**src/rtl/mse_pkg.sv**
```systemverilog
package mse_pkg;
  typedef enum logic [2:0] {
    ST_IDLE  = 3'd0,
    ST_CONF1 = 3'd1,
    ST_CONF2 = 3'd2,
    ST_PRE   = 3'd3,
    ST_WR    = 3'd4,
    ST_POST  = 3'd5,
    ST_FIN   = 3'd6
  } mse_state_e;

  localparam int unsigned STAT_W     = 8;
  localparam int unsigned BIT_POLL   = 7;
  localparam int unsigned BIT_TOGGLE = 6;
  localparam int unsigned BIT_TIMER  = 3;
  localparam logic [STAT_W-1:0] CONFIRM_BYTE = 8'h30;
endpackage

```
**src/rtl/mse_rst_sync.sv**
```systemverilog
module mse_rst_sync (
  input  logic clk,
  input  logic rst_n,
  output logic rst_n_sync
);
  logic [1:0] sync_q;

  always_ff @(posedge clk or negedge rst_n) begin
    if (!rst_n) sync_q <= 2'b00;
    else        sync_q <= {sync_q[0], 1'b1};
  end

  assign rst_n_sync = sync_q[1];
endmodule

```
**src/rtl/mse_status_eval.sv**
```systemverilog
module mse_status_eval
  import mse_pkg::*;
(
  input  logic [STAT_W-1:0] rd_now,
  input  logic [STAT_W-1:0] rd_prev,
  output logic              poll_busy,
  output logic              toggled,
  output logic              timer_on
);
  always_comb begin
    poll_busy = ~rd_now[BIT_POLL];
    toggled   = rd_now[BIT_TOGGLE] ^ rd_prev[BIT_TOGGLE];
    timer_on  = rd_now[BIT_TIMER];
  end
endmodule

```
**src/rtl/mse_sector_index.sv**
```systemverilog
module mse_sector_index #(
  parameter int unsigned N_SEC = 4,
  parameter int unsigned CNT_W = $clog2(N_SEC + 1)
) (
  input  logic             clk,
  input  logic             rst_n,
  input  logic             clr,
  input  logic             adv,
  input  logic [CNT_W-1:0] count_in,
  output logic [CNT_W-1:0] idx,
  output logic             is_last
);
  localparam logic [CNT_W-1:0] MAX_CNT = CNT_W'(N_SEC);

  logic [CNT_W-1:0] idx_q, idx_d;
  logic [CNT_W-1:0] lim_q, lim_d;
  logic             en;

  always_comb begin
    idx_d = idx_q;
    lim_d = lim_q;
    en    = clr | adv;
    if (clr) begin
      idx_d = '0;
      lim_d = (count_in > MAX_CNT) ? MAX_CNT : count_in;
    end else if (adv) begin
      idx_d = idx_q + 1'b1;
    end
  end

  always_ff @(posedge clk or negedge rst_n) begin
    if (!rst_n) begin
      idx_q <= '0;
      lim_q <= '0;
    end else if (en) begin
      idx_q <= idx_d;
      lim_q <= lim_d;
    end
  end

  assign idx     = idx_q;
  assign is_last = (idx_q + 1'b1) == lim_q;
endmodule

```
**src/rtl/mse_accept_mask.sv**
```systemverilog
module mse_accept_mask #(
  parameter int unsigned N_SEC = 4,
  parameter int unsigned CNT_W = $clog2(N_SEC + 1)
) (
  input  logic             clk,
  input  logic             rst_n,
  input  logic             clr,
  input  logic             set,
  input  logic [CNT_W-1:0] set_idx,
  output logic [N_SEC-1:0] mask
);
  for (genvar g = 0; g < N_SEC; g++) begin : g_bit
    logic bit_q, bit_d, bit_en;

    always_comb begin
      bit_en = clr | (set && (set_idx == CNT_W'(g)));
      bit_d  = ~clr;
    end

    always_ff @(posedge clk or negedge rst_n) begin
      if (!rst_n)      bit_q <= 1'b0;
      else if (bit_en) bit_q <= bit_d;
    end

    assign mask[g] = bit_q;
  end
endmodule

```
**src/rtl/mse_erase_queue.sv**
```systemverilog
module mse_erase_queue
  import mse_pkg::*;
#(
  parameter int unsigned N_SEC  = 4,
  parameter int unsigned ADDR_W = 8,
  parameter int unsigned CNT_W  = $clog2(N_SEC + 1)
) (
  input  logic                    clk,
  input  logic                    rst_n,
  input  logic                    start_i,
  input  logic [N_SEC*ADDR_W-1:0] sector_list_i,
  input  logic [CNT_W-1:0]        sector_cnt_i,
  output logic                    bus_req_o,
  output logic                    bus_we_o,
  output logic [ADDR_W-1:0]       bus_addr_o,
  output logic [STAT_W-1:0]       bus_wdata_o,
  input  logic                    bus_ack_i,
  input  logic [STAT_W-1:0]       bus_rdata_i,
  output logic                    busy_o,
  output logic                    done_o,
  output logic                    drop_err_o,
  output logic [N_SEC-1:0]        accepted_o
);
  localparam int unsigned IDX_W = (N_SEC > 1) ? $clog2(N_SEC) : 1;

  logic rst_n_s;
  mse_state_e state_q, state_d;
  logic [STAT_W-1:0] prev_q;
  logic err_q, err_d, err_en;
  logic xfer, idx_clr, idx_adv, mask_set, err_set, prev_ld;
  logic poll_busy, toggled, timer_on, is_last;
  logic [CNT_W-1:0] idx;
  logic [IDX_W-1:0] sel;

  mse_rst_sync u_rst (.clk(clk), .rst_n(rst_n), .rst_n_sync(rst_n_s));

  mse_status_eval u_eval (
    .rd_now(bus_rdata_i), .rd_prev(prev_q),
    .poll_busy(poll_busy), .toggled(toggled), .timer_on(timer_on)
  );

  mse_sector_index #(.N_SEC(N_SEC), .CNT_W(CNT_W)) u_idx (
    .clk(clk), .rst_n(rst_n_s), .clr(idx_clr), .adv(idx_adv),
    .count_in(sector_cnt_i), .idx(idx), .is_last(is_last)
  );

  mse_accept_mask #(.N_SEC(N_SEC), .CNT_W(CNT_W)) u_mask (
    .clk(clk), .rst_n(rst_n_s), .clr(idx_clr), .set(mask_set),
    .set_idx(idx), .mask(accepted_o)
  );

  assign xfer = bus_req_o & bus_ack_i;
  assign sel  = idx[IDX_W-1:0];

  // Next-state logic
  always_comb begin
    state_d  = state_q;
    idx_clr  = 1'b0;
    idx_adv  = 1'b0;
    mask_set = 1'b0;
    err_set  = 1'b0;
    prev_ld  = 1'b0;
    case (state_q)
      ST_IDLE: if (start_i) begin
        idx_clr = 1'b1;
        state_d = (sector_cnt_i == '0) ? ST_FIN : ST_CONF1;
      end
      ST_CONF1: if (xfer) begin
        prev_ld = 1'b1;
        state_d = poll_busy ? ST_PRE : ST_CONF2;
      end
      ST_CONF2: if (xfer) begin
        if (toggled) state_d = ST_PRE;
        else begin
          err_set = 1'b1;
          state_d = ST_FIN;
        end
      end
      ST_PRE: if (xfer) state_d = timer_on ? ST_FIN : ST_WR;
      ST_WR:  if (xfer) state_d = ST_POST;
      ST_POST: if (xfer) begin
        if (timer_on) begin
          err_set = 1'b1;
          state_d = ST_FIN;
        end else begin
          mask_set = 1'b1;
          if (is_last) state_d = ST_FIN;
          else begin
            idx_adv = 1'b1;
            state_d = ST_PRE;
          end
        end
      end
      ST_FIN:  state_d = ST_IDLE;
      default: state_d = ST_IDLE;
    endcase
  end

  always_comb begin
    err_en = idx_clr | err_set;
    err_d  = err_set;
  end

  // Registers
  always_ff @(posedge clk or negedge rst_n_s) begin
    if (!rst_n_s) begin
      state_q <= ST_IDLE;
      prev_q  <= '0;
      err_q   <= 1'b0;
    end else begin
      state_q <= state_d;
      if (prev_ld) prev_q <= bus_rdata_i;
      if (err_en)  err_q  <= err_d;
    end
  end

  // Bus and status outputs
  always_comb begin
    bus_req_o   = (state_q == ST_CONF1) || (state_q == ST_CONF2) ||
                  (state_q == ST_PRE)   || (state_q == ST_WR)    ||
                  (state_q == ST_POST);
    bus_we_o    = (state_q == ST_WR);
    bus_wdata_o = bus_we_o ? CONFIRM_BYTE : '0;
    bus_addr_o  = sector_list_i[sel*ADDR_W +: ADDR_W];
    busy_o      = (state_q != ST_IDLE);
    done_o      = (state_q == ST_FIN);
    drop_err_o  = err_q;
  end
endmodule

```
**config.mk**
```make
export PLATFORM = sky130hd
export DESIGN_NAME = mse_erase_queue
export DESIGN_NICKNAME = d
export VERILOG_FILES = /design/src/rtl/mse_pkg.sv /design/src/rtl/mse_rst_sync.sv /design/src/rtl/mse_status_eval.sv /design/src/rtl/mse_sector_index.sv /design/src/rtl/mse_accept_mask.sv /design/src/rtl/mse_erase_queue.sv
export SDC_FILE = /design/constraint.sdc
export NUM_CORES = 1
export LEC_CHECK = 0
export ABC_AREA = 1
export BUFFER_PORTS_ARGS = -buffer_cell sky130_fd_sc_hd__buf_2
export CAP_MARGIN = 25
export CELL_PAD_IN_SITES_DETAIL_PLACEMENT = 0
export CELL_PAD_IN_SITES_GLOBAL_PLACEMENT = 1
export CORE_UTILIZATION = 33
export CTS_CLUSTER_SIZE = 10
export DETAILED_ROUTE_END_ITERATION = 8
export PLACE_DENSITY_LB_ADDON = 0.12
export SLEW_MARGIN = 20
export SYNTH_ARGS = -nofsm -noshare
export SYNTH_HDL_FRONTEND = slang
export SYNTH_SLANG_ARGS = --single-unit
```
**constraint.sdc**
```tcl
create_clock -name clk -period 2.1 [get_ports clk]
set_input_delay 0.315 -clock clk [delete_from_list [all_inputs] [get_ports clk]]
set_output_delay 0.315 -clock clk [all_outputs]
set_load 0.05 [all_outputs]
```
== Word level (Yosys, flattened, before mapping) ==
Cells that the tools add are included.

* Shift-type cells: 1
* Bitwise logic cells: 9
* Multiplexer cells: 33
* $add $sub $neg: 1
* Eq/ne operators: 16
* Order comparisons: 1
* Reduce and logical (&&, ||, !) cells: 16

{| class="wikitable"
|+ Operator list
! kind !! count
|-
| $mux 3 || 13
|-
| $shiftx 32x6->8 || 1
|-
| $pmux 3 s6 || 1
|-
| $mux 1 || 16
|-
| $eq 3x2->1 const B || 4
|-
| $ne 2x2->1 const B || 5
|-
| $eq 3x3->1 const B || 3
|-
| $logic_not 3->1 || 3
|-
| $eq 3x1->1 const B || 2
|-
| $mux 6 || 1
|-
| $or 1x1->1 || 6
|-
| $reduce_and 6->1 || 1
|-
| $logic_and 1x1->1 || 4
|-
| $logic_or 1x1->1 || 4
|-
| $reduce_and 2->1 || 2
|-
| $add 3x1->3 const B || 1
|-
| $eq 3x3->1 || 1
|-
| $gt 3x3->1 const B || 1
|-
| $reduce_bool 3->1 || 1
|-
| $mux 2 || 1
|-
| $ne 2x1->1 const B || 1
|-
| $pmux 1 s2 || 1
|-
| $reduce_bool 2->1 || 1
|-
| $and 1x1->1 || 1
|-
| other kinds (2) || 2
|}

* Input port bits: 47
* Word-level logic and storage cells: 87
* Bits in registers: 23
* Output and inout bits: 25

== Longest topological paths before layout ==
Gate-level depths: netlist of run 1.

* Depth after elaboration: 10
* Depth in mapped cells: 11
* Depth with buffers taken out: 11

== By module ==
From an unflattened synthesis of run 1, not the netlist that was laid out.

* Cell total of the unflattened synthesis: 239
* Area total of the unflattened synthesis: 1667.8 um^2

{| class="wikitable"
|+ By module, submodules not included
! module !! cells an instance !! sequential area each (um^2) !! area each (um^2) !! times used
|-
| mse_erase_queue || 157 || 300.3 || 1029.7 || 1
|-
| mse_sector_index || 43 || 150.1 || 325.3 || 1
|-
| mse_accept_mask || 29 || 100.1 || 229.0 || 1
|-
| mse_rst_sync || 3 || 50.0 || 53.8 || 1
|-
| mse_status_eval || 7 || 0.0 || 30.0 || 1
|}

== Worst setup path before layout of run 1 ==
No wires, ideal clock.

* Kind: register to output
* Start point: register u_idx.idx_q[0] (netlist: u_idx.idx[0])
* End point: output port bus_addr_o[5]
* Path buffers: 2
* Setup slack: 0.084 ns
* Stages on the path, launching flop included: 5
* Arrival time: 1.701 ns
* Cell sequence: dfrtp_1 > buf_2 > buf_1 > o21ai_0 > o22ai_1

* Longest elaborated chain between the ends: 1

{| class="wikitable"
|+ Ends and longest elaborated chain
! what !! RTL line !! source
|-
| from (decl) || mse_sector_index.sv:15 || <nowiki>logic [CNT_W-1:0] idx_q, idx_d;</nowiki>
|-
| from (signal assigned) || mse_sector_index.sv:36 || <nowiki>idx_q <= idx_d;</nowiki>
|-
| $shiftx 32x6->8 || mse_erase_queue.sv:124 || <nowiki>bus_addr_o = sector_list_i[sel*ADDR_W +: ADDR_W];</nowiki>
|-
| to (decl) || mse_erase_queue.sv:15 || <nowiki>output logic [ADDR_W-1:0] bus_addr_o,</nowiki>
|}

No other way between the ends.

== Worst setup path after layout of run 1 ==
* Start point: register u_idx.idx_q[0] (netlist: u_idx.idx[0])
* End point: output port bus_addr_o[3]

The elaborated chain is that of the path after synthesis.

==> results.cfg, run 1 <==
[pwr]
power_frac_comb_pct = 65.4
power_uw = 2220
p_sw_uw = 1250
peakVddDrop_mv = 0.483
cellInternalPower_uw = 965
power_per_cell_area_nw_per_um2 = 1280
p_sw_share_pct = 56.5
pwr-share-seq_pct = 23.8
clock_power_share_pct = 10.8
leakagePower_uw = 0.000986

[worst_hold_path]
hp-class = register to async pin

[layout]
area_growth_pct = 25.5
multi_input_area_um2 = 759
nets = 302
seq_area_um2 = 425
nFillCells = 444
n_antenna_cell = 0
drive_gt1_share_pct = 33.7
final_util_pct = 43.2

[route]
ant_nets = 0
vias = 1329
dr.max_layer_used = met4
drt-initial-drc-count = 13
routed_wl_um = 3000
wl_met2_um = 1340
wl_per_cell_um = 10.0
wl_met1_um = 1380
drc = 0
viasPerCell = 4.44
drt_first_pass_iters = 4
wl_met3_um = 252

[sta]
worst_pin_slew_ns = 0.601
fin_ws_ns = 0.327
hold_violations = 0
min_period_over_period_pct = 84.4
finalHoldWorstSlack_ns = 0.247
max_freq_mhz = 564
relSlewSlack_pct = 59.9
rsz0062_at_grt = false
setup_violations = 0
totalNegativeSetupSlack_ns = 0
period_needed_ns = 1.77
drv_slew = 0
finalClockSkew_ns = 0.00357

[clock_tree]
clockBufferDepth = 2
postCtsHoldBufs = 1
cts.repair.resized = 0
clock_latency_ns = 0.25
postCtsSetupBuffers = 0
cts_made_buffers = 3
cts_tree = yes
clock-sinks = 17
clk_pin_slew_ns = 0.07
htree_levels = 1
ctsRootBufferMaster = clkbuf_8

[synthesis]
synth_area_um2 = 1380
syn_area_per_cell_um2 = 7.17
yosysTopAreaCellShare_pct = 30.9
ys_top_cells_by_count = 35 x nand2_1, 32 x nor2_1, 19 x inv_1
yosys.cell_count.top_type = nand2_1
yosys_warnings = 0
synth_edf_count = 0
syn_inst = 192
synth_flop_cell = dfrtp_1
ys_ff_latch = 17
synth.distinct_cells = 31
async_flop_share_pct = 100
yosysTopAreaCell = dfrtp_1
yosysSeqAreaShare_pct = 30.9
synth_area_leaders = dfrtp_1 31%, nand2_1 9.5%, nor2_1 8.7%, buf_4 7.1%, o21ai_0 5.8%

[job]
drv_cap = 0

[worst_setup_path]
path_cells = inv_2 > buf_4 > o21ai_0 > o22ai_1 > buf_2
critPathCaptureType = primary output
worstPathArrival_ns = 1.46
cp_data_required_time_ns = 1.78
path_max_fanout = 16
critPathMaxStageDelay_ns = 0.40
critical_path_class = register to primary output
path_buf_inv = 3
crit_slowest_cell = dfrtp_1
cp-start-kind = register
cp_top_family = buffers and inverters

[floorplanning]
boundaryPins = 72
row_count = 23
die-area_um2 = 4430
die_width_um = 66.6
core_um2 = 4000
start_util_pct = 34.4
die_y_um = 66.6

[grt]
grt_pass1_vias = 1118
grt_pass1_wl_um = 4770
antenna_found_initial = 0
grt.total_usage_pct = 14.1
grt_max_degree = 20
grt.overflow.total = 0

[placement]
port_buffers = 60
dp_worst_setup_slack_ns = 0.460
gp_congestion = 0.725
place_hpwl_um = 2460

[run_status]
outcome = finished clean
-- registers in the layout (all words and copies together) (netlist names) --
signal / count
u_mask.g_bit.bit_q: 4
state_q: 3
u_idx.idx: 3
u_idx.lim_q: 3
u_rst.sync_q: 2
drop_err_o: 1
prev_q: 1
-- logic make-up (layout without fill, tap and decap cells) --
group	Yosys count	in the layout	share of synthesized area (%)
AO/OA/AOI/OAI	35	35	14.1
XOR/XNOR	2	2	1.27
adder cells (fa/ha/maj)	5	5	4.55
buffers and inverters	42	94	15.3
flip-flops	17	17	30.9
other	2	7	0.546
AND/OR/NAND/NOR	89	89	33.4
-- placed cells by master (no fill, tap or decap), drive strengths merged --
master / netlist / final
ha: 5 / 5
dfrtp: 17 / 17
xor2: 1 / 1
a31oi: 1 / 1
nand3: 11 / 11
conb: 2 / 7
nand4: 2 / 2
nor2: 36 / 36
inv: 24 / 24
clkinv: 1 / 1
dlygate4sd3: 0 / 1
xnor2: 1 / 1
and2: 1 / 1
nand2: 38 / 38
o21a: 1 / 1
buf: 16 / 64
clkbuf: 1 / 4
o22ai: 9 / 9
o21ai: 22 / 22
nor4: 1 / 1
a21oi: 2 / 2
-- stage by stage --
step / area (um^2) / cells
2_1_floorplan: 1400 / 197
3_3_place_gp: 1670 / 294
3_5_place_dp: 1670 / 294
4_1_cts: 1730 / 299
5_1_grt: 1730 / 299
6_report: 1730 / 299
-- area by class of cell --
class,instances,share of cell area (%)
clock buffer,4,2.61
inverter,25,5.50
multi-input combinational,138,44.0
sequential,17,24.6
tap,50,3.62
timing repair buffer,65,19.7
-- power by group through the flow --
| stage | registers, uW | logic, uW | clock network, uW |
|---|---|---|---|
| 3_5_place_dp | 535 | 1460 | 0 |
| 5_1_grt | 549 | 1600 | 266 |
| 4_1_cts | 529 | 1470 | 254 |
| 2_1_floorplan | 518 | 1230 | 0 |
| 6_report | 529 | 1450 | 239 |
| 3_3_place_gp | 536 | 1480 | 0 |
-- path summary, 6_finish.rpt --
path | start | end | slack, ns | cells after the start
setup / recovery | u_idx.idx[0] | bus_addr_o[3] | 0.33 | 5
hold / removal | u_rst.sync_q[1] | state_q[0] | 0.25 | 0
setup reg to reg | u_idx.idx[1] | u_idx.idx[1] | 0.46 | 10
hold reg to reg | u_rst.sync_q[1] | state_q[0] | 0.25 | 0
max in group asynchronous | u_rst.sync_q[1] | u_idx.idx[0] | 1.46 | 0
min in group clk | sector_cnt_i[1] | u_idx.lim_q[1] | 0.32 | 3
-- metal layers --
layer,vias to the layer above,GRT usage [%]
met2,52,24.1
li1,710,-
met3,2,2.57
met1,565,17.3
met5,-,0
met4,0,5.59
No activity file was read; power rests on OpenSTA's default activity.
==> run 2: changes to the inputs <==
--- a/config.mk
+++ b/config.mk
@@ -10,7 +10,7 @@
 export CAP_MARGIN = 25
 export CELL_PAD_IN_SITES_DETAIL_PLACEMENT = 0
 export CELL_PAD_IN_SITES_GLOBAL_PLACEMENT = 1
-export CORE_UTILIZATION = 33
+export CORE_UTILIZATION = 27
 export CTS_CLUSTER_SIZE = 10
 export DETAILED_ROUTE_END_ITERATION = 8
 export PLACE_DENSITY_LB_ADDON = 0.12
==> constraint.sdc (replaced) <==
create_clock -name clk -period 1.6 [get_ports clk]
set_input_delay 0.24 -clock clk [delete_from_list [all_inputs] [get_ports clk]]
set_output_delay 0.24 -clock clk [all_outputs]
set_load 0.05 [all_outputs]
==> run 2 against run 1 <==
Against the previous run: the flow now finishes with violations (negative setup slack); worst setup slack lost 0.36 ns; first-iteration DRC count grew 69%; critical path depth grew 1; clock power grew 36%; non-clock buffer count grew 12; highest routed layer unchanged.
==> results.cfg, run 2 (synthesized netlist as in run 1, its figures left out) <==
[run_status]
outcome = complete, but fails checks
violations = negative setup slack

[layout]
regMostFlops = u_mask.g_bit.bit_q
largest_register_ffs = 4
nets = 314
n_antenna_cell = 0
final_cell_mix = 48 x buf_2, 34 x nand2_1, 27 x nor2_1, 17 x inv_1, 15 x buf_6
area_growth_pct = 54.6
drive_gt1_share_pct = 49.4
final_cells = 328
nFillCells = 514
final_common_cell = buf_2

[sta]
period_needed_ns = 1.64
hold_violations = 0
drv_slew = 0
min_period_over_period_pct = 102
fin_ws_ns = -0.0375
relSlewSlack_pct = 57.7
max_freq_mhz = 611
totalNegativeSetupSlack_ns = -0.134
rsz0062_at_grt = true
setup_violations = 7
finalClockSkew_ns = 0.00224
worst_pin_slew_ns = 0.634

[floorplanning]
start_util_pct = 28.6
row_count = 25
die-area_um2 = 5390
core_um2 = 4820
die_y_um = 73.4
die_width_um = 73.4
boundaryPins = 72

[worst_setup_path]
critPathCaptureType = primary output
ff2ff_setup_slack_ns = 0.07
path_max_fanout = 8
cp-start-kind = register
r2r_end = u_idx.idx[2]
critical_path_class = register to primary output
rr_startpoint = u_idx.idx[1]
worstPathArrival_ns = 1.40
reg2reg_depth = 9
cp_data_required_time_ns = 1.36

[route]
ant_nets = 0
vias = 1443
drt_first_pass_iters = 4
viasPerCell = 4.40
wl_per_cell_um = 10.9
routed_wl_um = 3570
drc = 0
drt-initial-drc-count = 22

[pwr]
p_sw_share_pct = 52.7
pwr-share-seq_pct = 19.6
power_frac_comb_pct = 71.3
p_sw_uw = 1890
clock_power_share_pct = 9.1
peakVddDrop_mv = 0.659
leakagePower_uw = 0.00110
power_per_cell_area_nw_per_um2 = 1690
cellInternalPower_uw = 1700

[grt]
grt_pass1_wl_um = 5710
grt.total_usage_pct = 13.9
grt_pass1_vias = 1239
grt.overflow.total = 0
grt_max_degree = 16
antenna_found_initial = 0

[clock_tree]
clock_latency_ns = 0.25
ctsRootBufferMaster = clkbuf_8
clockBufferDepth = 2
htree_levels = 1
clk_pin_slew_ns = 0.07
clock-sinks = 17
cts_tree = yes
cts_made_buffers = 3

[placement]
placed_cells = 317
gp_congestion = 0.754
port_buffers = 60
place_hpwl_um = 2770

[worst_hold_path]
hold_start = sector_cnt_i[1]
hold_end = u_idx.lim_q[1]
hold_depth = 3
hp-class = input port to register

[job]
drv_cap = 0
[run 2: cell types whose count changed in the layout (fill, tap and decap cells not counted), moves of 8 or more]
| cell | delta |
|---|---|
| o22ai_1 | -8 |
| buf_2 | -12 |
| buf_6 | +15 |
| o21ai_0 | -11 |
[run 2: cell type report]
type,instances,area [um^2],share of cell area [%]
Sequential cell,17,429,20.2
Inverter,25,109,5.11
Clock buffer,3,41.3,1.94
Clock inverter,1,5.00,0.235
Timing Repair Buffer,77,532,25.0
Tap cell,67,83.8,3.94
Multi-Input combinational cell,138,928,43.6
[run 2: critical path, cell delays in order (launching register included)]
cell      delay [ns]
dfrtp_1         0.40
buf_6           0.15
clkinv_8        0.07
buf_8           0.13
o21ai_1         0.14
o22ai_2         0.08
buf_6           0.16
[run 2: power by group through the flow]
stage / combinational, uW / clock [uW] / sequential [uW]
after global placement: 2130 / 0 / 700
after global routing: 2780 / 354 / 723
after CTS: 2350 / 339 / 699
after floorplan: 1730 / 0 / 682
final: 2560 / 326 / 704
after detailed placement: 2120 / 0 / 701
[run 2: repair_timing]
| item | in CTS | in global routing |
|---|---|---|
| endpoints found under the hold margin | 2 | 0 |
| gates cloned | 0 | 0 |
| resized for setup | 43 | 30 |
| pin swaps | 8 | 7 |
| hold buffers | 1 | 0 |
| setup buffers | 2 | 4 |
| endpoints found under the setup margin | 15 | 17 |
[run 2: how the worst max path moves through the flow]
stage	cells after the start	slack [ns]	from	endpoint
detailed placement	9	-0.03	u_idx.idx[0]	u_idx.idx[0]
finish	6	-0.04	u_idx.idx[0]	bus_addr_o[2]
CTS	6	-0.04	u_idx.idx[0]	bus_addr_o[2]
global placement	10	-0.02	u_idx.idx[0]	state_q[0]
floorplan	5	0.002	state_q[0]	bus_wdata_o[4]
global route	6	-0.10	u_idx.idx[0]	bus_addr_o[4]
[run 2: through the flow]
step           setup slack [ns]  hold slack, ns  util [%]  total power, uW  area (um^2)
2_1_floorplan           0.00234         -0.0556         -             2410         1480
3_3_place_gp            -0.0168          0.0266      37.6             2830         1810
3_5_place_dp            -0.0295          0.0279      37.6             2820         1810
4_1_cts                 -0.0443           0.240      41.4             3390         1990
5_1_grt                  -0.101           0.254      44.2             3860         2130
6_report                -0.0375           0.248      44.2             3590         2130
[run 2: routing by layer]
layer  vias to the layer above  wire length [um]  GRT usage, %
met5                         -                 0             0
met1                       675              1690          18.5
met2                        27              1730          22.9
met4                         0                24          3.21
met3                         2               120          3.02
li1                        739                 -             -
==> run 3: changes to the inputs <==
--- a/config.mk
+++ b/config.mk
@@ -10,9 +10,10 @@
 export CAP_MARGIN = 25
 export CELL_PAD_IN_SITES_DETAIL_PLACEMENT = 0
 export CELL_PAD_IN_SITES_GLOBAL_PLACEMENT = 1
-export CORE_UTILIZATION = 27
+export CORE_UTILIZATION = 33
 export CTS_CLUSTER_SIZE = 10
 export DETAILED_ROUTE_END_ITERATION = 8
+export GPL_TIMING_DRIVEN = 0
 export PLACE_DENSITY_LB_ADDON = 0.12
 export SLEW_MARGIN = 20
 export SYNTH_ARGS = -nofsm -noshare
==> constraint.sdc (replaced) <==
create_clock -name clk -period 1.9 [get_ports clk]
set_input_delay 0.285 -clock clk [delete_from_list [all_inputs] [get_ports clk]]
set_output_delay 0.285 -clock clk [all_outputs]
set_load 0.05 [all_outputs]
==> run 3 against run 2 <==
Against the previous run: the run now ends clean; final cell count decreased by 4.9%; critical endpoint is now bus_addr_o[5]; register-to-register slack improved by 0.06 ns; first-iteration DRC count increased by 27%; sequential share of layout area increased by 2.1 points; largest power group unchanged; sequential cell count unchanged; combinational power decreased by 28%; total power decreased by 25%; die area decreased by 18%.
==> results.cfg, run 3 (synthesized netlist as in run 1, its figures left out) <==
[route]
dr.max_layer_used = met4
wl_met2_um = 1600
vias = 1393
wl_met1_um = 1530
routed_wl_um = 3370
wl_met3_um = 221
ant_nets = 0
drc = 0
wl_per_cell_um = 10.8
drt_first_pass_iters = 4
viasPerCell = 4.46
drt-initial-drc-count = 28

[sta]
max_freq_mhz = 563
finalHoldWorstSlack_ns = 0.266
setup_violations = 0
relSlewSlack_pct = 57.0
min_period_over_period_pct = 93.6
period_needed_ns = 1.78
drv_slew = 0
finalClockSkew_ns = 0.00290
rsz0062_at_grt = false
totalNegativeSetupSlack_ns = 0
worst_pin_slew_ns = 0.646
hold_violations = 0

[worst_setup_path]
cp-start-kind = register
path_max_fanout = 10
cp_data_required_time_ns = 1.62
rr_startpoint = u_idx.idx[0]
critical_path_class = register to primary output
setup.worst_path.start = u_idx.idx[0]
worstPathArrival_ns = 1.49
critPathCaptureType = primary output

[worst_hold_path]
hp-class = register to async pin

[clock_tree]
clock_latency_ns = 0.25
clockBufferDepth = 2
ctsRootBufferMaster = clkbuf_8
clock-sinks = 17
cts_tree = yes
cts_made_buffers = 3
htree_levels = 1
clk_pin_slew_ns = 0.07

[layout]
nets = 315
n_antenna_cell = 0
nFillCells = 456
regMostFlops = u_mask.g_bit.bit_q
final_cell_mix = 53 x buf_2, 35 x nand2_1, 32 x nor2_1, 22 x buf_4, 19 x inv_1
area_growth_pct = 39.2
final_common_cell = buf_2
largest_register_ffs = 4
final_util_pct = 47.9
drive_gt1_share_pct = 40.8

[grt]
grt_max_degree = 16
antenna_found_initial = 0
grt.overflow.total = 0
grt_pass1_wl_um = 5310
grt.total_usage_pct = 15.4
grt_pass1_vias = 1229

[placement]
port_buffers = 60
gp_congestion = 0.828
place_hpwl_um = 2700

[floorplanning]
row_count = 23
die_y_um = 66.6
start_util_pct = 34.4
die_width_um = 66.6
die-area_um2 = 4430
core_um2 = 4000
boundaryPins = 72

[pwr]
leakagePower_uw = 0.00109
power_per_cell_area_nw_per_um2 = 1410
power_uw = 2700
peakVddDrop_mv = 0.653

[job]
drv_cap = 0

[run_status]
outcome = finished clean
## run 3: power breakdown
part	internal (uW)	switching [uW]	total, uW
clock	149	134	283
sequential	466	93.3	559
combinational	608	1250	1850
## run 3: timing repair
item | in CTS | in global routing
hold endpoints to repair | 2 | 0
hold buffers | 1 | 0
buffers inserted | 0 | 1
gates resized for setup | 13 | 4
gates cloned | 0 | 0
pin swaps | 0 | 0
setup endpoints to repair | 13 | 13
## run 3: worst paths after layout
| path | to | slack [ns] | cells past startpoint |
|---|---|---|---|
| setup / recovery | bus_addr_o[5] | 0.12 | 5 |
| hold / removal | u_mask.g_bit[3].bit_q | 0.27 | 0 |
| setup reg to reg | u_idx.idx[1] | 0.13 | 10 |
| hold reg to reg | u_mask.g_bit[3].bit_q | 0.27 | 0 |
| max in group asynchronous | u_idx.idx[1] | 1.18 | 0 |
| min in group clk | u_idx.lim_q[1] | 0.29 | 3 |
## run 3: area by class of cell
cell class | count | area (um^2) | share of cell area, %
Clock buffer | 4 | 45.0 | 2.35
Tap cell | 50 | 62.6 | 3.27
Sequential cell | 17 | 427 | 22.3
Buffer | 16 | 129 | 6.73
Multi-Input combinational cell | 138 | 817 | 42.7
Timing Repair Buffer | 62 | 338 | 17.6
Inverter | 25 | 97.6 | 5.09
## run 3: per-stage QoR
step	worst slack, ns	cells	cell area, um^2
4_1_cts	0.0205	311	1890
6_report	0.123	312	1920
3_5_place_dp	-0.154	307	1810
5_1_grt	0.00340	312	1920
2_1_floorplan	0.132	197	1450
3_3_place_gp	-0.157	307	1810
## run 3: critical path, cell delays in order, from the launching register on
cell	delay [ns]
dfrtp_1	0.36
buf_6	0.15
buf_2	0.23
o21ai_0	0.13
o22ai_2	0.15
buf_4	0.21
## run 3: routing by layer
metal,global-route usage [%],vias to the layer above
met1,18.9,612
met3,3.77,2
met4,2.39,0
met2,27.4,39
met5,0,-
li1,-,740
